## config.mk

```make
export PLATFORM = sky130hd
export DESIGN_NAME = tpi_wrapper
export DESIGN_NICKNAME = d
export VERILOG_FILES = /design/src/rtl/tpi_pkg.sv /design/src/rtl/tpi_obs_cell.sv /design/src/rtl/tpi_obs_chain.sv /design/src/rtl/tpi_ctl_chain.sv /design/src/rtl/tpi_adder_core.sv /design/src/rtl/tpi_wrapper.sv
export SDC_FILE = /design/constraint.sdc
export NUM_CORES = 1
export LEC_CHECK = 0
export BUFFER_PORTS_ARGS = -buffer_cell sky130_fd_sc_hd__buf_2
export CORE_MARGIN = 1
export CORE_UTILIZATION = 45
export DETAILED_ROUTE_END_ITERATION = 10
export MAX_ROUTING_LAYER = met4
export PLACE_DENSITY = 0.81
export SYNTH_ARGS = -nofsm -noshare
export SYNTH_HDL_FRONTEND = slang
export SYNTH_SLANG_ARGS = --single-unit
```

## constraint.sdc

```tcl
create_clock -name clk -period 13 [get_ports clk]
set_clock_uncertainty 0.2 [all_clocks]
set_input_delay 0.65 -clock clk [delete_from_list [all_inputs] [get_ports clk]]
set_output_delay 0.65 -clock clk [all_outputs]
set_load 0.02 [all_outputs]
```

## src/rtl/tpi_pkg.sv

```systemverilog
package tpi_pkg;

  // Carry position (the bit whose carry input is overridden) of control point k.
  function automatic int ctl_pos(input int k, input int width, input int nctl);
    return ((k + 1) * width) / (nctl + 1);
  endfunction

endpackage

```

## src/rtl/tpi_obs_cell.sv

```systemverilog
module tpi_obs_cell (
  input  logic clk,
  input  logic rst,
  input  logic scan_en,
  input  logic node,
  input  logic shift_in,
  output logic q
);

  logic d;

  // Sample the node, or take the previous stage while shifting.
  assign d = scan_en ? shift_in : node;

  always_ff @(posedge clk) begin
    if (rst) q <= 1'b0;
    else     q <= d;
  end

endmodule

```

## src/rtl/tpi_obs_chain.sv

```systemverilog
module tpi_obs_chain #(
  parameter int NOBS = 7
) (
  input  logic            clk,
  input  logic            rst,
  input  logic            scan_en,
  input  logic            chain_in,
  input  logic [NOBS-1:0] tap,
  output logic            scan_out
);

  logic [NOBS-1:0] obs_q;
  logic [NOBS-1:0] link;

  for (genvar j = 0; j < NOBS; j++) begin : g_stage
    if (j == 0) begin : g_head
      assign link[j] = chain_in;
    end else begin : g_body
      assign link[j] = obs_q[j-1];
    end

    tpi_obs_cell u_cell (
      .clk      (clk),
      .rst      (rst),
      .scan_en  (scan_en),
      .node     (tap[j]),
      .shift_in (link[j]),
      .q        (obs_q[j])
    );

    // capture of the tapped node
    a_r3_capture : assert property (@(posedge clk) disable iff (rst)
      !scan_en |=> obs_q[j] == $past(tap[j]));
    // one-place shift toward the output
    a_r4_shift_stage : assert property (@(posedge clk) disable iff (rst)
      scan_en |=> obs_q[j] == $past(link[j]));
  end

  assign scan_out = obs_q[NOBS-1];

endmodule

```

## src/rtl/tpi_ctl_chain.sv

```systemverilog
module tpi_ctl_chain #(
  parameter int NCTL = 3
) (
  input  logic            clk,
  input  logic            rst,
  input  logic            scan_en,
  input  logic            scan_in,
  output logic [NCTL-1:0] ctl_q,
  output logic            chain_out
);

  for (genvar k = 0; k < NCTL; k++) begin : g_ctl
    logic prev;
    if (k == 0) begin : g_head
      assign prev = scan_in;
    end else begin : g_body
      assign prev = ctl_q[k-1];
    end

    always_ff @(posedge clk) begin
      if (rst)          ctl_q[k] <= 1'b0;
      else if (scan_en) ctl_q[k] <= prev;
    end
  end

  assign chain_out = ctl_q[NCTL-1];

  // control values hold outside shifting
  a_r5_hold : assert property (@(posedge clk) disable iff (rst)
    !scan_en |=> $stable(ctl_q));
  // the serial input enters control flip-flop 0
  a_r5_entry : assert property (@(posedge clk) disable iff (rst)
    scan_en |=> ctl_q[0] == $past(scan_in));

endmodule

```

## src/rtl/tpi_adder_core.sv

```systemverilog
module tpi_adder_core #(
  parameter int W = 8
) (
  input  logic [W-1:0] op_a,
  input  logic [W-1:0] op_b,
  input  logic         carry_in,
  input  logic [W-1:1] force_sel,
  input  logic [W-1:1] force_val,
  output logic [W-1:0] sum,
  output logic [W-1:0] carry_src
);

  for (genvar i = 0; i < W; i++) begin : g_bit
    logic c_use;
    logic c_out;
    if (i == 0) begin : g_lsb
      assign c_use = carry_in;
    end else begin : g_upper
      // Control point: source is the lower bit's carry, destination is this bit.
      assign c_use = force_sel[i] ? force_val[i] : g_bit[i-1].c_out;
    end
    assign c_out        = (op_a[i] & op_b[i]) | (op_a[i] & c_use) | (op_b[i] & c_use);
    assign sum[i]       = op_a[i] ^ op_b[i] ^ c_use;
    assign carry_src[i] = c_out;
  end

endmodule

```

## src/rtl/tpi_wrapper.sv

```systemverilog
module tpi_wrapper #(
  parameter int W    = 8,
  parameter int NCTL = 3
) (
  input  logic         clk,
  input  logic         rst,
  input  logic         scan_en,
  input  logic         test_mode,
  input  logic         scan_in,
  output logic         scan_out,
  input  logic [W-1:0] op_a,
  input  logic [W-1:0] op_b,
  input  logic         carry_in,
  output logic [W-1:0] sum,
  output logic         carry_out
);

  localparam int NOBS = W - 1;

  if (W < 2 || NCTL < 1 || NCTL >= W) begin : g_bad_params
    $error("tpi_wrapper: need W >= 2 and 1 <= NCTL < W");
  end

  logic [NCTL-1:0] ctl_q;
  logic            ctl_tail;
  logic [W-1:0]    carry_src;
  logic [W-1:1]    force_sel;
  logic [W-1:1]    force_val;

  tpi_ctl_chain #(.NCTL(NCTL)) u_ctl (
    .clk       (clk),
    .rst       (rst),
    .scan_en   (scan_en),
    .scan_in   (scan_in),
    .ctl_q     (ctl_q),
    .chain_out (ctl_tail)
  );

  always_comb begin
    force_sel = '0;
    force_val = '0;
    for (int k = 0; k < NCTL; k++) begin
      force_sel[tpi_pkg::ctl_pos(k, W, NCTL)] = test_mode;
      force_val[tpi_pkg::ctl_pos(k, W, NCTL)] = ctl_q[k];
    end
  end

  tpi_adder_core #(.W(W)) u_core (
    .op_a      (op_a),
    .op_b      (op_b),
    .carry_in  (carry_in),
    .force_sel (force_sel),
    .force_val (force_val),
    .sum       (sum),
    .carry_src (carry_src)
  );

  assign carry_out = carry_src[W-1];

  tpi_obs_chain #(.NOBS(NOBS)) u_obs (
    .clk      (clk),
    .rst      (rst),
    .scan_en  (scan_en),
    .chain_in (ctl_tail),
    .tap      (carry_src[W-2:0]),
    .scan_out (scan_out)
  );

  // transparent function outside test mode
  a_r2_functional : assert property (@(posedge clk) disable iff (rst)
    !test_mode |-> {carry_out, sum} == ({1'b0, op_a} + {1'b0, op_b} + {{W{1'b0}}, carry_in}));

  for (genvar k = 0; k < NCTL; k++) begin : g_force_chk
    localparam int P = tpi_pkg::ctl_pos(k, W, NCTL);
    // the forced bit adds its control flip-flop as carry
    a_r6_forced : assert property (@(posedge clk) disable iff (rst)
      test_mode |-> sum[P] == (op_a[P] ^ op_b[P] ^ ctl_q[k]));
  end

endmodule

```

Yosys cells after proc, flatten, opt, wreduce, memory -nomap -nowiden
Index checks and enable logic that the tools add are counted.
Widths: inputs -> output; s select.
- register bits: 10
- output and inout port bits: 10
- word-level logic and storage cells: 76
- mux-type cells: 10
- bitwise operators: 56
- operator list (kind ; number):
    $and 1x1->1 ; 24
    $or 1x1->1 ; 16
    $xor 1x1->1 ; 16
    $mux 1 ; 10

Depth between registers and ports, before layout
Gate-level depths: netlist of the first run.
- depth after elaboration: 27
- mapped depth: 15
- mapped depth without buffers: 15

Modules after synthesis
A second synthesis of the first run with hierarchy kept.
- cell total of the unflattened synthesis: 67
- area, all modules: 711.9 um2
- by module, submodules not included (module ; instances ; cells an instance ; area an instance (um2) ; sequential area each (um2)):
    tpi_adder_core ; 1 ; 33 ; 347.8 ; 0.0
    tpi_obs_cell ; 7 ; 3 ; 33.8 ; 20.0
    tpi_ctl_chain ; 1 ; 12 ; 123.9 ; 60.1
    tpi_wrapper ; 1 ; 1 ; 3.8 ; 0.0

Least setup slack after synthesis of the first run
Ideal clock, no wire load.
- path type: in2out
- start point: input op_a[0]
- end point: output sum[7]
- arrival time: 4.718 ns
- required time: 12.150 ns
- setup slack: 7.432 ns
- stages on the path: 15
- buffers on the path: 0
- cells stage by stage: inv_1 > fa_1 > inv_1 > fa_1 > mux2_1 > fa_1 > fa_1 > mux2_1 > fa_1 > fa_1 > mux2_1 > fa_1 > inv_1 > fa_1 > inv_1
- longest elaborated chain between the ends: 25
- elaborated cells on any way between the ends: 32
- RTL lines (what ; line ; RTL):
    start, declared ; tpi_wrapper.sv:11 ; input logic [W-1:0] op_a,
    $and 1x1->1 ; tpi_adder_core.sv:22 ; assign c_out = (op_a[i] & op_b[i]) | (op_a[i] & c_use) | (op_b[i] & c_use);
    $or 1x1->1 (*) (2 in series) ; tpi_adder_core.sv:22 ;
    $and 1x1->1 ; tpi_adder_core.sv:22 ;
    $or 1x1->1 ; tpi_adder_core.sv:22 ;
    $or 1x1->1 (*) ; tpi_adder_core.sv:22 ;
    $mux 1 (*) ; tpi_adder_core.sv:20 ; assign c_use = force_sel[i] ? force_val[i] : g_bit[i-1].c_out;
    $and 1x1->1 ; tpi_adder_core.sv:22 ;
    $or 1x1->1 ; tpi_adder_core.sv:22 ;
    (+8 left out) ; - ;
    $and 1x1->1 ; tpi_adder_core.sv:22 ;
    $or 1x1->1 ; tpi_adder_core.sv:22 ;
    $or 1x1->1 (*) ; tpi_adder_core.sv:22 ;
    $mux 1 (*) ; tpi_adder_core.sv:20 ;
    $and 1x1->1 ; tpi_adder_core.sv:22 ;
    $or 1x1->1 ; tpi_adder_core.sv:22 ;
    $or 1x1->1 (*) ; tpi_adder_core.sv:22 ;
    $xor 1x1->1 (*) ; tpi_adder_core.sv:23 ; assign sum[i] = op_a[i] ^ op_b[i] ^ c_use;
    end, declared ; tpi_wrapper.sv:14 ; output logic [W-1:0] sum,
Every way passes the cells marked *; elsewhere a longest branch is shown, timed or not.

Final worst setup path of the first run
Ends and elaborated chain as after synthesis.

==> results of run 1 <==
[power groups by stage]
| stage | registers [uW] | clock network (uW) | logic, uW |
|---|---|---|---|
| 2_1_floorplan | 33.8 | 0 | 18.7 |
| 4_1_cts | 33.1 | 29.2 | 26.8 |
| 6_report | 33.1 | 29.4 | 26.4 |
| 3_5_place_dp | 33.8 | 0 | 26.5 |
| 3_3_place_gp | 33.7 | 0 | 25.9 |
| 5_1_grt | 33.2 | 30.8 | 29.9 |
[state kept, by name (all words and copies together), names as in the netlist]
signal and flops:
u_ctl.chain_out 1, u_ctl.g_ctl.prev 2, u_obs.g_stage.u_cell.q 7
[Yosys cell counts]
cell type | instances | share of area (%)
sky130_fd_sc_hd__mux2_1 | 3 | 5.8
sky130_fd_sc_hd__a21oi_1 | 1 | 0.85
sky130_fd_sc_hd__dfxtp_1 | 10 | 34
sky130_fd_sc_hd__buf_6 | 1 | 1.9
sky130_fd_sc_hd__inv_1 | 10 | 6.4
sky130_fd_sc_hd__or2_1 | 1 | 1.1
sky130_fd_sc_hd__fa_1 | 8 | 27
sky130_fd_sc_hd__clkbuf_1 | 1 | 0.64
sky130_fd_sc_hd__mux2i_1 | 9 | 15
sky130_fd_sc_hd__nor2_1 | 9 | 5.8
sky130_fd_sc_hd__nand2_1 | 1 | 0.64
[routing by layer]
metal | share of wire [%] | routed length, um | GRT usage, % | up-vias
li1 | - | - | - | 230
met1 | 42 | 476 | 20.6 | 231
met2 | 49 | 551 | 33.5 | 22
met3 | 7.5 | 84 | 5.23 | 2
met4 | 0.80 | 9 | 10.7 | 0
met5 | 0 | 0 | - | -
[worst reg2reg max path: stages, from the launching register on]
cell and delay (ns):
sky130_fd_sc_hd__dfxtp_1 0.33, sky130_fd_sc_hd__mux2_1 0.31, sky130_fd_sc_hd__fa_1 0.40, sky130_fd_sc_hd__fa_1 0.39, sky130_fd_sc_hd__mux2_1 0.30, sky130_fd_sc_hd__fa_1 0.41, sky130_fd_sc_hd__fa_1 0.41, sky130_fd_sc_hd__mux2_1 0.34
sky130_fd_sc_hd__fa_1 0.39, sky130_fd_sc_hd__mux2i_1 0.13, sky130_fd_sc_hd__nor2_1 0.05
[area by class of cell]
class / instances / share of cell area [%]
clock buffer: 4 / 4.65
inverter: 10 / 4.82
multi-input combinational: 32 / 42.7
sequential: 10 / 25.7
tap: 14 / 2.25
timing repair buffer: 31 / 19.9
[worst paths after layout]
kind	cells after the start	start	to
setup / recovery	17	op_a[0]	sum[7]
hold / removal	2	u_obs.g_stage[0].u_cell.q$_SDFF_PP0_	u_obs.g_stage[1].u_cell.q$_SDFF_PP0_
setup reg to reg	10	u_ctl.g_ctl[1].prev$_SDFFE_PP0P_	u_obs.g_stage[6].u_cell.q$_SDFF_PP0_
hold reg to reg	2	u_obs.g_stage[0].u_cell.q$_SDFF_PP0_	u_obs.g_stage[1].u_cell.q$_SDFF_PP0_
[per-stage QoR]
step                      power (uW)  instance area [um2]  hold WS, ns  instances  setup slack [ns]
final                           88.8                  779        0.283        101              7.08
after detailed placement        60.3                  743        0.265         97              7.07
after CTS                       89.1                  779        0.290        101              7.06
after global routing            93.9                  779        0.325        101              6.88
after floorplan                 52.5                  586        0.240         54              7.43
after global placement          59.6                  743        0.248         97              7.09
[logic make-up (layout without fill, tap and decap cells)]
logic type	count (synthesis)	in the layout
mux	12	12
flops	10	10
simple gates	11	11
compound gates	1	1
buf+inv	12	45
fa+ha+maj	8	8
==> summary.md, run 1 <==
| Metric | Value |
|---|---|
| Clock latency at the later pin of the worst-skew pair | `0.27 ns` |
| Global-route wire length before repair | `1860 um` |
| Quantity of I/O buffers inserted on ports | `31` |
| Number of antenna violations at the first check in global routing | `0` |
| Detailed router's first-iteration violation count | `8` |
| Lkg Pwr | `0.000428 uW` |
| Required arrival time at the worst endpoint | `12.15 ns` |
| Multi-input gate area in the final layout | `333 um2` |
| Post-route setup TNS | `0 ns` |
| # clock sinks | `10` |
| Power Density | `114 nW/um2` |
| Max-capacitance violation count | `0` |
| Cell type of the slowest stage on the worst timing path | `sky130_fd_sc_hd__fa_1` |
| Share of the core filled with cells in the final layout | `67.4%` |
| Worst slew slack as a fraction of its limit | `80.7%` |
| Tot GR Track Use | `19.7%` |
| Average cell area after synthesis | `10.8 um2` |
| Dominant cell type by count on the critical path | `sky130_fd_sc_hd__fa_1` |
| HPWL after detailed placement | `873 um` |
| Worst Path Arrival | `5.07 ns` |
| Final count of negative-setup-slack endpoints | `0` |
| Pin count of the biggest net entering global routing | `12` |
| Root Buffer | `sky130_fd_sc_hd__clkbuf_4` |
| Die Area | `1450 um2` |
| Total via count in the routed design | `485` |
| Overflow left after global routing | `0` |
| Clock tree from TritonCTS | `yes` |
| Complex-gate fraction of the synthesized area | `0.855%` |
| Combinational family with the most area after synthesis | `adder cells` |
| Number of nets with antenna violations after routing | `0` |
| Maximum clock frequency | `0.169 GHz` |
| Share of power burned in combinational logic | `29.7%` |
| Number of remaining DRC errors | `0` |
| Seq pwr share | `37.3%` |
| Commonest non-fill, non-tap cells in the layout | `sky130_fd_sc_hd__buf_2 (31), sky130_fd_sc_hd__inv_1 (10), sky130_fd_sc_hd__dfxtp_1 (10)` |
| Final #Nets | `118` |
| Total count of max-transition violations in the final report | `0` |
| Core outline area | `1160 um2` |
| Simple-gate area share of the yosys netlist | `7.48%` |
| Cell breakdown of the critical path | `buf_2 > inv_1 > fa_1 > inv_1 > fa_1 > mux2_1 > fa_1 > fa_1 > mux2_1 > fa_1 > fa_1 > mux2_1 > fa_1 > inv_1 > fa_1 > inv_1 > buf_2` |
| Number of buffer and inverter instances along the worst setup path | `6` |
| Initial DRT Pass Iterations | `4` |
| Tightest Pin Transition | `0.290 ns` |
| Adder-cell share of the synthesized area | `27.4%` |
| Worst setup slack for register-to-register paths | `9.22 ns` |
| Maximum buffer depth of the clock tree | `2` |
| Final period utilization | `45.6%` |
| Critical path endpoint category | `primary output` |
| Synthesis-to-layout area growth | `33.1%` |
| ANT cells | `0` |
| Floorplan die height | `38.1 um` |
| Die outline width | `38.1 um` |
| # IOs | `32` |
| Clock network power share | `33.0%` |
| Count of warnings emitted by yosys | `0` |
| Starting density of the core | `50.6%` |
| Largest fanout on the critical path | `2` |
| Via-to-Cell Ratio | `4.80` |
| CP startpoint kind | `input pin` |
| Netlist area before placement | `586 um2` |
| RePlAce Congestion | `0.692` |
| TritonCTS buffer count | `3` |
| Min cycle time layout | `5.92 ns` |
| Parity-gate share of the synthesized area counting xor and xnor cells | `0%` |
| Net Sw Frac | `32.2%` |
| Multiplexer share of the synthesized area | `21.2%` |
| Part of the Yosys area used for sequential elements | `34.2%` |
| Number of hold buffers added after cts | `0` |
| Number of library cell types mapped by synthesis | `11` |
| Max VDD drop | `0.0703 mV` |
| Vias in the first global route | `509` |
| Clock-pin slew on the worst setup and hold paths | `0.07 ns` |
| Site row count | `12` |
| Most common cell after layout, fill and taps aside | `sky130_fd_sc_hd__buf_2` |
| Post-Synthesis Net Count | `84` |
| Total setup buffers inserted after CTS | `0` |
| Worst Setup Path Type | `in2out` |
| Worst path top cell family by delay | `adder cells` |
| Unrepaired setup endpoints after global routing | `false` |
| Post-Synthesis Cells | `54` |
| Area taken by flip-flops and latches | `200 um2` |
| Delay of the slowest cell on the worst path | `0.41 ns` |
| Total wire length | `1120 um` |
| Number of fill cells | `97` |
| Kind of path behind the tightest hold check | `reg2reg` |
| Share of cells above drive strength 1 | `40.2%` |
| Number of resized instances in the post-cts repair step | `0` |
| Endpoints failing hold | `0` |
| Routed wirelength normalized by instance count | `11.1 um` |
| #FFs+latches synth | `10` |
| Power Internal | `60.2 uW` |
| H-tree Lvls | `1` |
| Result of the run | `completed` |
| NetSw | `28.6 uW` |
Note: power is estimated with default switching activity, not from simulation.
==> run 2, diff against run 1 <==
--- a/config.mk
+++ b/config.mk
@@ -7,10 +7,10 @@
 export LEC_CHECK = 0
 export BUFFER_PORTS_ARGS = -buffer_cell sky130_fd_sc_hd__buf_2
 export CORE_MARGIN = 1
-export CORE_UTILIZATION = 45
+export CORE_UTILIZATION = 38
 export DETAILED_ROUTE_END_ITERATION = 10
 export MAX_ROUTING_LAYER = met4
-export PLACE_DENSITY = 0.81
+export PLACE_DENSITY = 0.73
 export SYNTH_ARGS = -nofsm -noshare
 export SYNTH_HDL_FRONTEND = slang
 export SYNTH_SLANG_ARGS = --single-unit
==> constraint.sdc (replaced) <==
create_clock -name clk -period 5.3 [get_ports clk]
set_clock_uncertainty 0.2 [all_clocks]
set_input_delay 0.265 -clock clk [delete_from_list [all_inputs] [get_ports clk]]
set_output_delay 0.265 -clock clk [all_outputs]
set_load 0.02 [all_outputs]
==> run 2 against run 1 <==
Cell count grew 0.99%. Clock power grew 130%. Global-route usage shrank 3.3 points. First-iteration DRC count shrank 63%. Non-clock buffer count is the same. Sequential cell count is the same. Power grew 140%. Register-to-register slack lost 7.7 ns. Critical path depth is the same.
==> summary.md, run 2 (synthesis results as in run 1) <==
| Metric | Value |
|---|---|
| Result of the run | `completed` |
| Initial DRT Pass Iterations | `4 (unchanged)` |
| Total count of max-transition violations in the final report | `0 (unchanged)` |
| Min cycle time layout | `5.11 ns` |
| Cell Count, Final, Fillers Out | `102 (+0.99%)` |
| Clock latency at the later pin of the worst-skew pair | `0.26 ns (about the same)` |
| Final count of negative-setup-slack endpoints | `0 (unchanged)` |
| ANT cells | `0 (unchanged)` |
| Power Internal | `147 uW (+150%)` |
| H-tree Lvls | `1 (unchanged)` |
| Lkg Pwr | `0.000428 uW (unchanged)` |
| Via-to-Cell Ratio | `4.50 (-6.3%)` |
| HPWL after detailed placement | `791 um (-9.4%)` |
| Core outline area | `1370 um2 (+18%)` |
| Number of resized instances in the post-cts repair step | `0 (unchanged)` |
| # clock sinks | `10 (unchanged)` |
| Worst Path Arrival | `4.64 ns (-0.43 ns)` |
| Max-capacitance violation count | `0 (unchanged)` |
| Final #Nets | `118 (unchanged)` |
| Largest fanout on the critical path | `2 (unchanged)` |
| Vias in the first global route | `440 (-14%)` |
| Clock-pin slew on the worst setup and hold paths | `0.06 ns (about the same)` |
| Reg with most FFs | `u_obs.g_stage.u_cell.q` |
| Tightest Pin Transition | `0.296 ns (+0.00588 ns)` |
| Overflow left after global routing | `0 (unchanged)` |
| Total via count in the routed design | `459 (-5.4%)` |
| Number of remaining DRC errors | `0 (unchanged)` |
| Unrepaired setup endpoints after global routing | `false` |
| Floorplan die height | `41.3 um (+8.4%)` |
| Number of hold buffers added after cts | `0 (unchanged)` |
| Number of antenna violations at the first check in global routing | `0 (unchanged)` |
| Maximum clock frequency | `0.196 GHz` |
| Routed wirelength normalized by instance count | `9.76 um (-12%)` |
| Share of cells above drive strength 1 | `40.2% (unchanged)` |
| Share of power burned in combinational logic | `30.1% (+0.4 points)` |
| Max VDD drop | `0.204 mV (+190%)` |
| NetSw | `65.2 uW (+130%)` |
| # IOs | `32 (unchanged)` |
| RePlAce Congestion | `0.745 (+7.7%)` |
| Worst Setup Path Type | `in2out` |
| CP startpoint kind | `input pin` |
| Global-route wire length before repair | `1690 um (-9.3%)` |
| Pin count of the biggest net entering global routing | `12 (unchanged)` |
| Die Area | `1700 um2 (+17%)` |
| Clock network power share | `31.8% (-1.2 points)` |
| Required arrival time at the worst endpoint | `4.84 ns (-7.31 ns)` |
| Flip-flop count of the largest register, all copies and words added | `7 (unchanged)` |
| Most common cell after layout, fill and taps aside | `sky130_fd_sc_hd__buf_2` |
| Total wire length | `996 um (-11%)` |
| Commonest non-fill, non-tap cells in the layout | `sky130_fd_sc_hd__buf_2 (31), sky130_fd_sc_hd__inv_1 (10), sky130_fd_sc_hd__dfxtp_1 (10)` |
| Cell count after placement | `98 (+1.0%)` |
| Kind of path behind the tightest hold check | `in2reg` |
| TritonCTS buffer count | `3 (unchanged)` |
| Post-route total power | `213 uW (+140%)` |
| Seq pwr share | `38.1% (+0.8 points)` |
| Power Density | `272 nW/um2 (+140%)` |
| Post-route setup TNS | `0 ns (unchanged)` |
| Endpoints failing hold | `0 (unchanged)` |
| Critical path endpoint category | `primary output` |
| Worst slew slack as a fraction of its limit | `80.3% (-0.39 points)` |
| Root Buffer | `sky130_fd_sc_hd__clkbuf_4` |
| Clock tree from TritonCTS | `yes` |
| Tot GR Track Use | `16.4% (-3.3 points)` |
| Number of nets with antenna violations after routing | `0 (unchanged)` |
| Quantity of I/O buffers inserted on ports | `31 (unchanged)` |
| Final period utilization | `96.4%` |
| Synthesis-to-layout area growth | `33.3%` |
| Die outline width | `41.3 um (+8.4%)` |
| Starting density of the core | `42.9% (-7.8 points)` |
| Site row count | `13 (+1)` |
| Total setup buffers inserted after CTS | `0 (unchanged)` |
| Net Sw Frac | `30.7% (-1.6 points)` |
| Detailed router's first-iteration violation count | `3 (-5)` |
| Maximum buffer depth of the clock tree | `2 (unchanged)` |
| Hold_ws | `0.0418 ns (-0.241 ns)` |
-- run 2: cell counts in the layout (fill, tap and decap cells not counted) --
Identical to the previous run, type by type.
-- run 2: final timing paths --
check                                       start                              endpoint  slack (ns)  cells past startpoint
max                                       op_a[0]                                sum[7]        0.19                     17
min                                       scan_in      u_ctl.g_ctl[1].prev$_SDFFE_PP0P_        0.04                      3
min reg2reg  u_obs.g_stage[2].u_cell.q$_SDFF_PP0_  u_obs.g_stage[3].u_cell.q$_SDFF_PP0_        0.27                      2
max reg2reg      u_ctl.g_ctl[1].prev$_SDFFE_PP0P_  u_obs.g_stage[6].u_cell.q$_SDFF_PP0_        1.53                     10
-- run 2: worst max-delay path: stages --
cell and delay [ns]:
sky130_fd_sc_hd__buf_2 0.10, sky130_fd_sc_hd__inv_1 0.07, sky130_fd_sc_hd__fa_1 0.18, sky130_fd_sc_hd__inv_1 0.05, sky130_fd_sc_hd__fa_1 0.36, sky130_fd_sc_hd__mux2_1 0.32, sky130_fd_sc_hd__fa_1 0.41, sky130_fd_sc_hd__fa_1 0.39
sky130_fd_sc_hd__mux2_1 0.32, sky130_fd_sc_hd__fa_1 0.41, sky130_fd_sc_hd__fa_1 0.40, sky130_fd_sc_hd__mux2_1 0.31, sky130_fd_sc_hd__fa_1 0.39, sky130_fd_sc_hd__inv_1 0.08, sky130_fd_sc_hd__fa_1 0.40, sky130_fd_sc_hd__inv_1 0.06
sky130_fd_sc_hd__buf_2 0.15
-- run 2: layout make-up --
| cell class | instances | area, um2 |
|---|---|---|
| Timing Repair Buffer | 31 | 155 |
| Tap cell | 15 | 18.8 |
| Inverter | 10 | 37.5 |
| Multi-Input combinational cell | 32 | 333 |
| Fill cell | 130 | 586 |
| Clock buffer | 4 | 36.3 |
| Sequential cell | 10 | 200 |
-- run 2: power by group through the flow --
stage	Sequential, uW	Clock, uW	Combinational (uW)
2_1_floorplan	82.9	0	45.8
3_3_place_gp	82.6	0	63.4
3_5_place_dp	82.6	0	64.7
4_1_cts	81.0	70.1	65.0
5_1_grt	81.4	76.0	72.9
6_report	81.1	67.7	63.9
-- run 2: through the flow --
stage / instance area (um2) / utilization (%) / worst slack (ns)
floorplan: 586 / - / 0.502
global placement: 744 / 54.5 / 0.228
detailed placement: 744 / 54.5 / 0.173
CTS: 781 / 57.1 / 0.156
global route: 781 / 57.1 / 0.0124
finish: 781 / 57.1 / 0.191
-- run 2: metal layers --
layer	track usage, %	wire length (um)	share of wire, %
met3	6.52	88	8.8
met4	7.26	0	0
met2	27.0	474	48
met5	-	0	0
met1	17.3	433	43
